`config.mk`:
```
export PLATFORM = sky130hd
export DESIGN_NAME = div_cfg_port
export DESIGN_NICKNAME = d
export VERILOG_FILES = /design/src/rtl/div_cfg_pkg.sv /design/src/rtl/div_cfg_sync.sv /design/src/rtl/div_cfg_ctrl.sv /design/src/rtl/div_cfg_dp.sv /design/src/rtl/div_cfg_port.sv
export SDC_FILE = /design/constraint.sdc
export NUM_CORES = 1
export LEC_CHECK = 0
export ABC_AREA = 0
export BUFFER_PORTS_ARGS = -buffer_cell sky130_fd_sc_hd__buf_4
export CORE_AREA = 2 2 75 77
export DETAILED_ROUTE_END_ITERATION = 8
export DIE_AREA = 0 0 77 79
export GPL_TIMING_DRIVEN = 0
export PLACE_DENSITY = 0.72
export SYNTH_ARGS = -nofsm -noshare
export SYNTH_HDL_FRONTEND = slang
export SYNTH_SLANG_ARGS = --single-unit
```
`constraint.sdc`:
```
create_clock -name clk -period 3.8 [get_ports clk]
set_clock_uncertainty 0.15 [all_clocks]
set_input_delay 0.38 -clock clk [delete_from_list [all_inputs] [get_ports clk]]
set_output_delay 0.38 -clock clk [all_outputs]
set_load 0.02 [all_outputs]
```
`src/rtl/div_cfg_pkg.sv`:
```
package div_cfg_pkg;
  localparam int M_W  = 9;
  localparam int N_W  = 2;
  localparam int T_W  = 3;
  localparam int SS_W = 4;
  localparam int SH_W = M_W + N_W + T_W + SS_W;

  typedef struct packed {
    logic [SS_W-1:0] ss;
    logic [T_W-1:0]  t;
    logic [N_W-1:0]  n;
    logic [M_W-1:0]  m;
  } cfg_t;

  typedef struct packed {
    logic shiftEn;
    logic serLatch;
    logic parFollow;
  } strb_t;
endpackage

```
`src/rtl/div_cfg_sync.sv`:
```
module div_cfg_sync #(
  parameter int W = 1,
  parameter int STAGES = 2,
  parameter logic [W-1:0] RST = '0
) (
  input  logic         clk,
  input  logic         rstN,
  input  logic [W-1:0] d,
  output logic [W-1:0] q
);
  logic [W-1:0] stg [STAGES];

  always_ff @(posedge clk or negedge rstN) begin
    if (!rstN) begin
      for (int i = 0; i < STAGES; i++) stg[i] <= RST;
    end else begin
      stg[0] <= d;
      for (int i = 1; i < STAGES; i++) stg[i] <= stg[i-1];
    end
  end

  assign q = stg[STAGES-1];
endmodule

```
`src/rtl/div_cfg_ctrl.sv`:
```
module div_cfg_ctrl
  import div_cfg_pkg::*;
#(
  parameter int SYNC_STAGES = 2
) (
  input  logic  clk,
  input  logic  rstN,
  input  logic  serClk,
  input  logic  serLoad,
  input  logic  parLoad,
  output strb_t strb
);
  logic [2:0] ctlS;
  logic       serClkD;

  // parLoad synchronizes to its inactive (high) level during reset
  div_cfg_sync #(.W(3), .STAGES(SYNC_STAGES), .RST(3'b100)) ctlSync_i (
    .clk(clk), .rstN(rstN), .d({parLoad, serLoad, serClk}), .q(ctlS)
  );

  always_ff @(posedge clk or negedge rstN) begin
    if (!rstN) serClkD <= 1'b0;
    else       serClkD <= ctlS[0];
  end

  always_comb begin
    strb.shiftEn   = ctlS[0] & ~serClkD;
    strb.parFollow = ~ctlS[2];
    strb.serLatch  = ctlS[1] & ctlS[2];
  end


  shift_single_chk: assert property (@(posedge clk) disable iff (!rstN)
    strb.shiftEn |=> !strb.shiftEn);
endmodule

```
`src/rtl/div_cfg_dp.sv`:
```
module div_cfg_dp
  import div_cfg_pkg::*;
#(
  parameter int SYNC_STAGES = 2
) (
  input  logic           clk,
  input  logic           rstN,
  input  strb_t          strb,
  input  logic           serData,
  input  logic [M_W-1:0] parM,
  input  logic [N_W-1:0] parN,
  output cfg_t           cfgQ,
  output logic           updatePulse
);
  localparam int DW = 1 + M_W + N_W;

  logic [DW-1:0]   datS;
  logic            serDataS;
  logic [M_W-1:0]  parMS;
  logic [N_W-1:0]  parNS;
  logic [SH_W-1:0] shReg;
  cfg_t            cfgNext;

  div_cfg_sync #(.W(DW), .STAGES(SYNC_STAGES), .RST('0)) datSync_i (
    .clk(clk), .rstN(rstN), .d({serData, parM, parN}), .q(datS)
  );
  assign {serDataS, parMS, parNS} = datS;

  always_ff @(posedge clk or negedge rstN) begin
    if (!rstN)             shReg <= '0;
    else if (strb.shiftEn) shReg <= {shReg[SH_W-2:0], serDataS};
  end

  always_comb begin
    cfgNext = cfgQ;
    if (strb.parFollow) begin
      cfgNext.m  = parMS;
      cfgNext.n  = parNS;
      cfgNext.t  = '0;
      cfgNext.ss = '0;
    end else if (strb.serLatch) begin
      cfgNext = cfg_t'(shReg);
    end
  end

  always_ff @(posedge clk or negedge rstN) begin
    if (!rstN) begin
      cfgQ        <= '0;
      updatePulse <= 1'b0;
    end else begin
      cfgQ        <= cfgNext;
      updatePulse <= (cfgNext != cfgQ);
    end
  end


  shift_move_chk: assert property (@(posedge clk) disable iff (!rstN)
    strb.shiftEn |=> shReg[SH_W-1:1] == $past(shReg[SH_W-2:0]));

  hold_chk: assert property (@(posedge clk) disable iff (!rstN)
    (!strb.parFollow && !strb.serLatch) |=> $stable(cfgQ));

  quiet_fields_chk: assert property (@(posedge clk) disable iff (!rstN)
    strb.parFollow |=> (cfgQ.t == '0 && cfgQ.ss == '0));

  pulse_change_chk: assert property (@(posedge clk) disable iff (!rstN)
    updatePulse |-> cfgQ != $past(cfgQ));

  no_pulse_stable_chk: assert property (@(posedge clk) disable iff (!rstN)
    !updatePulse |-> $stable(cfgQ));
endmodule

```
`src/rtl/div_cfg_port.sv`:
```
module div_cfg_port
  import div_cfg_pkg::*;
#(
  parameter int SYNC_STAGES = 2
) (
  input  logic           clk,
  input  logic           rstN,
  input  logic           serClk,
  input  logic           serData,
  input  logic           serLoad,
  input  logic           parLoad,
  input  logic [M_W-1:0] parM,
  input  logic [N_W-1:0] parN,
  output logic [M_W-1:0] outM,
  output logic [N_W-1:0] outN,
  output logic [T_W-1:0] outT,
  output logic [SS_W-1:0] outSs,
  output logic           updatePulse
);
  strb_t strb;
  cfg_t  cfgQ;

  div_cfg_ctrl #(.SYNC_STAGES(SYNC_STAGES)) ctrl_i (
    .clk(clk), .rstN(rstN), .serClk(serClk), .serLoad(serLoad),
    .parLoad(parLoad), .strb(strb)
  );

  div_cfg_dp #(.SYNC_STAGES(SYNC_STAGES)) dp_i (
    .clk(clk), .rstN(rstN), .strb(strb), .serData(serData),
    .parM(parM), .parN(parN), .cfgQ(cfgQ), .updatePulse(updatePulse)
  );

  assign outM  = cfgQ.m;
  assign outN  = cfgQ.n;
  assign outT  = cfgQ.t;
  assign outSs = cfgQ.ss;
endmodule

```
---- Word-level counts from Yosys, hierarchy flattened ----
Index checks and enable logic that the tools add are counted.
storage, ports and cells
  memory bits (read-only) ................. 0
  bits in registers ....................... 68
  memories ................................ 0
  bits in latches ......................... 0
  word-level logic and storage cells ...... 17
  memory bits (writable) .................. 0
operators by class
  reduce and logical (&&, ||, !) cells .... 0
  shifts and indexed selects .............. 0
  multiplexer cells ....................... 2
  order comparisons ....................... 0
  equality and inequality tests ........... 1
  add/sub/neg operators ................... 0
  $mul .................................... 0
  bitwise operators ....................... 3
  divide/modulo/power cells ............... 0
operator list
  kind            number
  $mux W18        2
  $ne A18 B18 Y1  1
  $and A1 B1 Y1   2
  $not A1 Y1      1

---- Longest topological paths before layout ----
  depth in word-level cells ............... 4
  depth in mapped cells ................... 6

---- Cells and area by module ----
Synthesis repeated with hierarchy kept, for this count alone.
unflattened totals
  cell total of the unflattened synthesis .. 228
  area, all modules ....................... 2,797.7 um^2
modules (own cells, without submodules)
  module                           area an instance (um^2)  times used  cells each  sequential area each (um^2)
  div_cfg_dp                       1,888.1                  1           179         925.9
  div_cfg_sync (dp_i.datSync_i)    690.7                    1           36          600.6
  div_cfg_sync (ctrl_i.ctlSync_i)  175.2                    1           9           152.6
  div_cfg_ctrl                     43.8                     1           4           25.0

---- Worst setup path before layout ----
Ideal clock, no wire load.
  kind .................................... register to register
  start ................................... reg, netlist name dp_i.cfgQ[11]
  end ..................................... reg dp_i.updatePulse
  data required time ...................... 3,521 ps
  path slack .............................. 2,001 ps
  buffers on the path ..................... 0
  clock period less this slack ............ 1,799 ps
  cell stages (with the launch flop) ...... 6
  data arrival time ....................... 1,520 ps
  library setup time ...................... 129 ps
  cell sequence ........................... dfrtp_1 -> nand2b_2 -> o2111ai_1 -> o41ai_2 -> nand2_1 -> a2111o_1
between the ends
  cells in the longest elaborated chain, start to end .. 3
RTL lines
  element               line              source
  $mux W18              div_cfg_dp.sv:41  end else if (strb.serLatch) begin
  $mux W18              div_cfg_dp.sv:36  if (strb.parFollow) begin
  $ne A18 B18 Y1 (*)    div_cfg_dp.sv:52  updatePulse <= (cfgNext != cfgQ);
  end signal, assigned  div_cfg_dp.sv:52
  end, declared         div_cfg_dp.sv:13  output logic updatePulse
Mark *: on every way between the ends. The rest lies on a longest branch, timed or not.
A chain may end at the register's enable or synchronous reset.

==> results by group <==
Cells and area
  • Antenna cells: 0
  • Reg area: 0.001704 mm^2
  • Fill count: 451
  • Finished Core Util: 0.6287
  • Share of cells above drive strength 1: 0.2657
  • Finished Layout Cells: 343
  • Post-route cell area: 0.003356 mm^2
  • Footprint of the multi-input gates: 919.6 um^2
  • Nets: 283
  • P&R area growth vs syn: 25.21%

Logic synthesis
  • Number of synthesized flops with an enable pin: 0
  • Synth top area cells: dfrtp_1 62%, mux2i_1 6.7%, mux2_2 6.7%
  • Async SR Flop Fraction: 1.000
  • Area leader, netlist: dfrtp_1
  • Post-synthesis sequential area ratio: 0.6359
  • Syn Nets: 222
  • Post-synth top area share: 0.6162
  • Netlist cell types: 31
  • Most used DFF post-synth: dfrtp_1
  • Mean Syn Cell Area: 13.07 um^2
  • Cells after Synth: 205
  • YS warnings: 0
  • Count leader, synth: dfrtp_1
  • Post-synth design cell area: 0.002680 mm^2
  • FF+latch count, synth: 68
  • Synth cell count leaders: 66 x dfrtp_1, 18 x mux2i_1, 16 x mux2_2

Floorplanning
  • Core area: 0.005338 mm^2
  • Starting Density: 0.5021
  • Die area: 0.006083 mm^2
  • Die W: 77 um
  • Die Y: 79 um
  • Row Count: 27
  • Num ports: 36

Drt
  • First-pass detailed-route iteration total: 4
  • Vias per inst: 4.997
  • ANT nets after route: 0
  • First DRT Iteration DRCs: 63
  • Drc violations: 0
  • Vias: 1714
  • Final WL: 4869 um
  • Mean routed wirelength per cell: 14.20 um

Worst setup path
  • WP data required: 3.91 ns
  • Worst-path maximum fanout: 10
  • Reg-to-reg slack, setup: 1.81 ns
  • R2r endpoint: dp_i.cfgQ[3]
  • Critical path class: reg -> reg
  • CP Data Arrival Time: 2.10 ns
  • R2R cell count: 5
  • Setup crit start kind: register
  • CP endpoint kind: register
  • RR Startpoint: ctrl_i.ctlSync_i.q[2]

Placement
  • Port Buffers: 35
  • Placed insts: 312
  • Pre-CTS setup slack: 1.787 ns
  • Placed cell area: 0.003033 mm^2
  • GPL Wtd Cong: 0.7348
  • Dpl hpwl: 3245 um

STA
  • Final setup TNS: 0 ns
  • Slew Viols, Final: 0
  • Post-route clock period utilization: 0.5241
  • Final hold vios: 22
  • Slew headroom: 0.4510
  • RSZ-0062 raised after global routing: false
  • Final Setup Violations: 0
  • Min Tclk post-route: 1.992 ns
  • Worst-Margin Slew: 0.8234 ns
  • Maximum clock frequency: 502.1 MHz
  • Worst setup margin: 1.808 ns
  • Min Hold Slack: -0.02937 ns

Power
  • Pwr/cell area: 571.4 mW/mm^2
  • Worst vdd ir: 0.3057 mV
  • Seq pwr share: 0.511
  • P_sw: 0.5744 mW
  • Clock Power Share: 0.272
  • Combinational share of power: 0.217
  • Tot Pwr: 1.917 mW
  • Sw Share: 0.2996
  • Static Leak: 1.511 nW
  • Pint: 1.343 mW

GRT
  • Gr usage total: 0.1823
  • Largest net degree at the start of global routing: 69
  • Total gr overflow: 0
  • Vias in the first global route: 1749
  • First-pass GRT wire length: 8362 um
  • Antenna violations before repair: 0

Clock network
  • Sink Count: 68
  • Skew-Pair Late Insertion Delay: 0.34 ns
  • CTS tree: yes
  • Worst-path clk slew: 0.07 ns
  • Maximum clock insertion buffer count: 2
  • CTS H-Tree Depth: 3
  • TritonCTS Buffers: 9
  • Root Buffer: clkbuf_8
  • Post-CTS Setup Inserts: 0

Outcome
  • Failing checks: hold timing
  • Status: finished, violations left

Hold path
  • Worst min-delay path class: in -> async

Job
  • Max-cap violations: 0
## cell type report
type,count,share of cell area
timing repair buffer,50,0.1230
multi-input combinational,123,0.2740
tap,72,0.02685
clock buffer,14,0.04847
buffer,8,0.01007
inverter,6,0.006711
sequential,68,0.5078
clock inverter,2,0.002983
## repair_timing
action                                 CTS  global route
hold buffers                            15             0
gates resized for setup                  0             0
endpoints found under the hold margin   15             0
## cell usage in the layout, fill, tap and decap left out, types with 2 or more instances in the layout
| cell | synthesis | final |
|---|---|---|
| dfrtp_1 | 66 | 66 |
| buf_4 | 0 | 35 |
| mux2i_1 | 18 | 18 |
| mux2_2 | 16 | 16 |
| dlygate4sd3_1 | 0 | 15 |
| a21oi_1 | 14 | 14 |
| nor2_1 | 13 | 13 |
| xnor2_1 | 11 | 11 |
| clkbuf_8 | 0 | 11 |
| nor2b_1 | 8 | 8 |
| clkbuf_1 | 4 | 7 |
| xor2_1 | 7 | 7 |
| o21ai_0 | 7 | 7 |
| nand2b_1 | 6 | 6 |
| inv_1 | 5 | 5 |
| nand2_1 | 5 | 5 |
| buf_2 | 3 | 3 |
| o2111ai_1 | 3 | 3 |
| nand3_1 | 2 | 2 |
| nor4_1 | 2 | 2 |
| clkinv_2 | 0 | 2 |
| dfstp_2 | 2 | 2 |
## worst max-delay path, stage by stage, from the launching register on
cell and delay [ns]:
dfstp_2 0.53, buf_2 0.21, clkbuf_1 0.34, clkbuf_1 0.44, nor2_1 0.10, a21oi_1 0.14
## logic make-up (layout without fill, tap and decap cells)
kind of cell | Yosys count | in the layout | synth area share
xor+xnor | 18 | 18 | 0.05882
flops | 68 | 68 | 0.6359
simple gates | 40 | 40 | 0.07610
compound gates | 31 | 31 | 0.07377
mux | 34 | 34 | 0.1345
buf+inv | 14 | 80 | 0.02100
## state kept, by name, indices dropped and copies added, names as in the netlist
| register | cells |
|---|---|
| ctrl_i.ctlSync_i.q | 3 |
| dp_i.datSync_i.q | 12 |
| dp_i.datSync_i.stg | 12 |
| ctrl_i.ctlSync_i.stg | 3 |
| dp_i.updatePulse | 1 |
| ctrl_i.serClkD | 1 |
| dp_i.cfgQ | 18 |
| dp_i.shReg | 18 |
## power by group through the flow
stage                     Clock, mW  Sequential, mW  Combinational, mW
after floorplan                   0           0.994              0.252
after CTS                     0.532           0.980              0.424
after global placement            0           0.988              0.401
final                         0.521           0.980              0.416
after detailed placement          0           0.993              0.410
after global routing          0.569            1.00              0.460
## routing by layer
layer | wire length (um) | vias to the layer above | share of wire | track usage
met5 | 0 | - | 0 | 0
li1 | - | 826 | - | -
met1 | 2262 | 846 | 0.46 | 0.2441
met3 | 155 | 11 | 0.032 | 0.03864
met2 | 2321 | 31 | 0.48 | 0.2754
met4 | 129 | 0 | 0.026 | 0.1107
## worst max path at each step
stage	start	endpoint	slack, ns	depth (start not counted)
CTS	ctrl_i.ctlSync_i.q[2]	dp_i.cfgQ[7]	1.76	5
global route	ctrl_i.ctlSync_i.q[2]	dp_i.cfgQ[10]	1.58	5
detailed placement	ctrl_i.ctlSync_i.q[2]	dp_i.cfgQ[3]	1.79	5
finish	ctrl_i.ctlSync_i.q[2]	dp_i.cfgQ[3]	1.81	5
floorplan	dp_i.cfgQ[11]	dp_i.updatePulse	2.00	5
global placement	ctrl_i.ctlSync_i.q[2]	dp_i.cfgQ[5]	1.80	5
(Power assumes the default switching activity.)
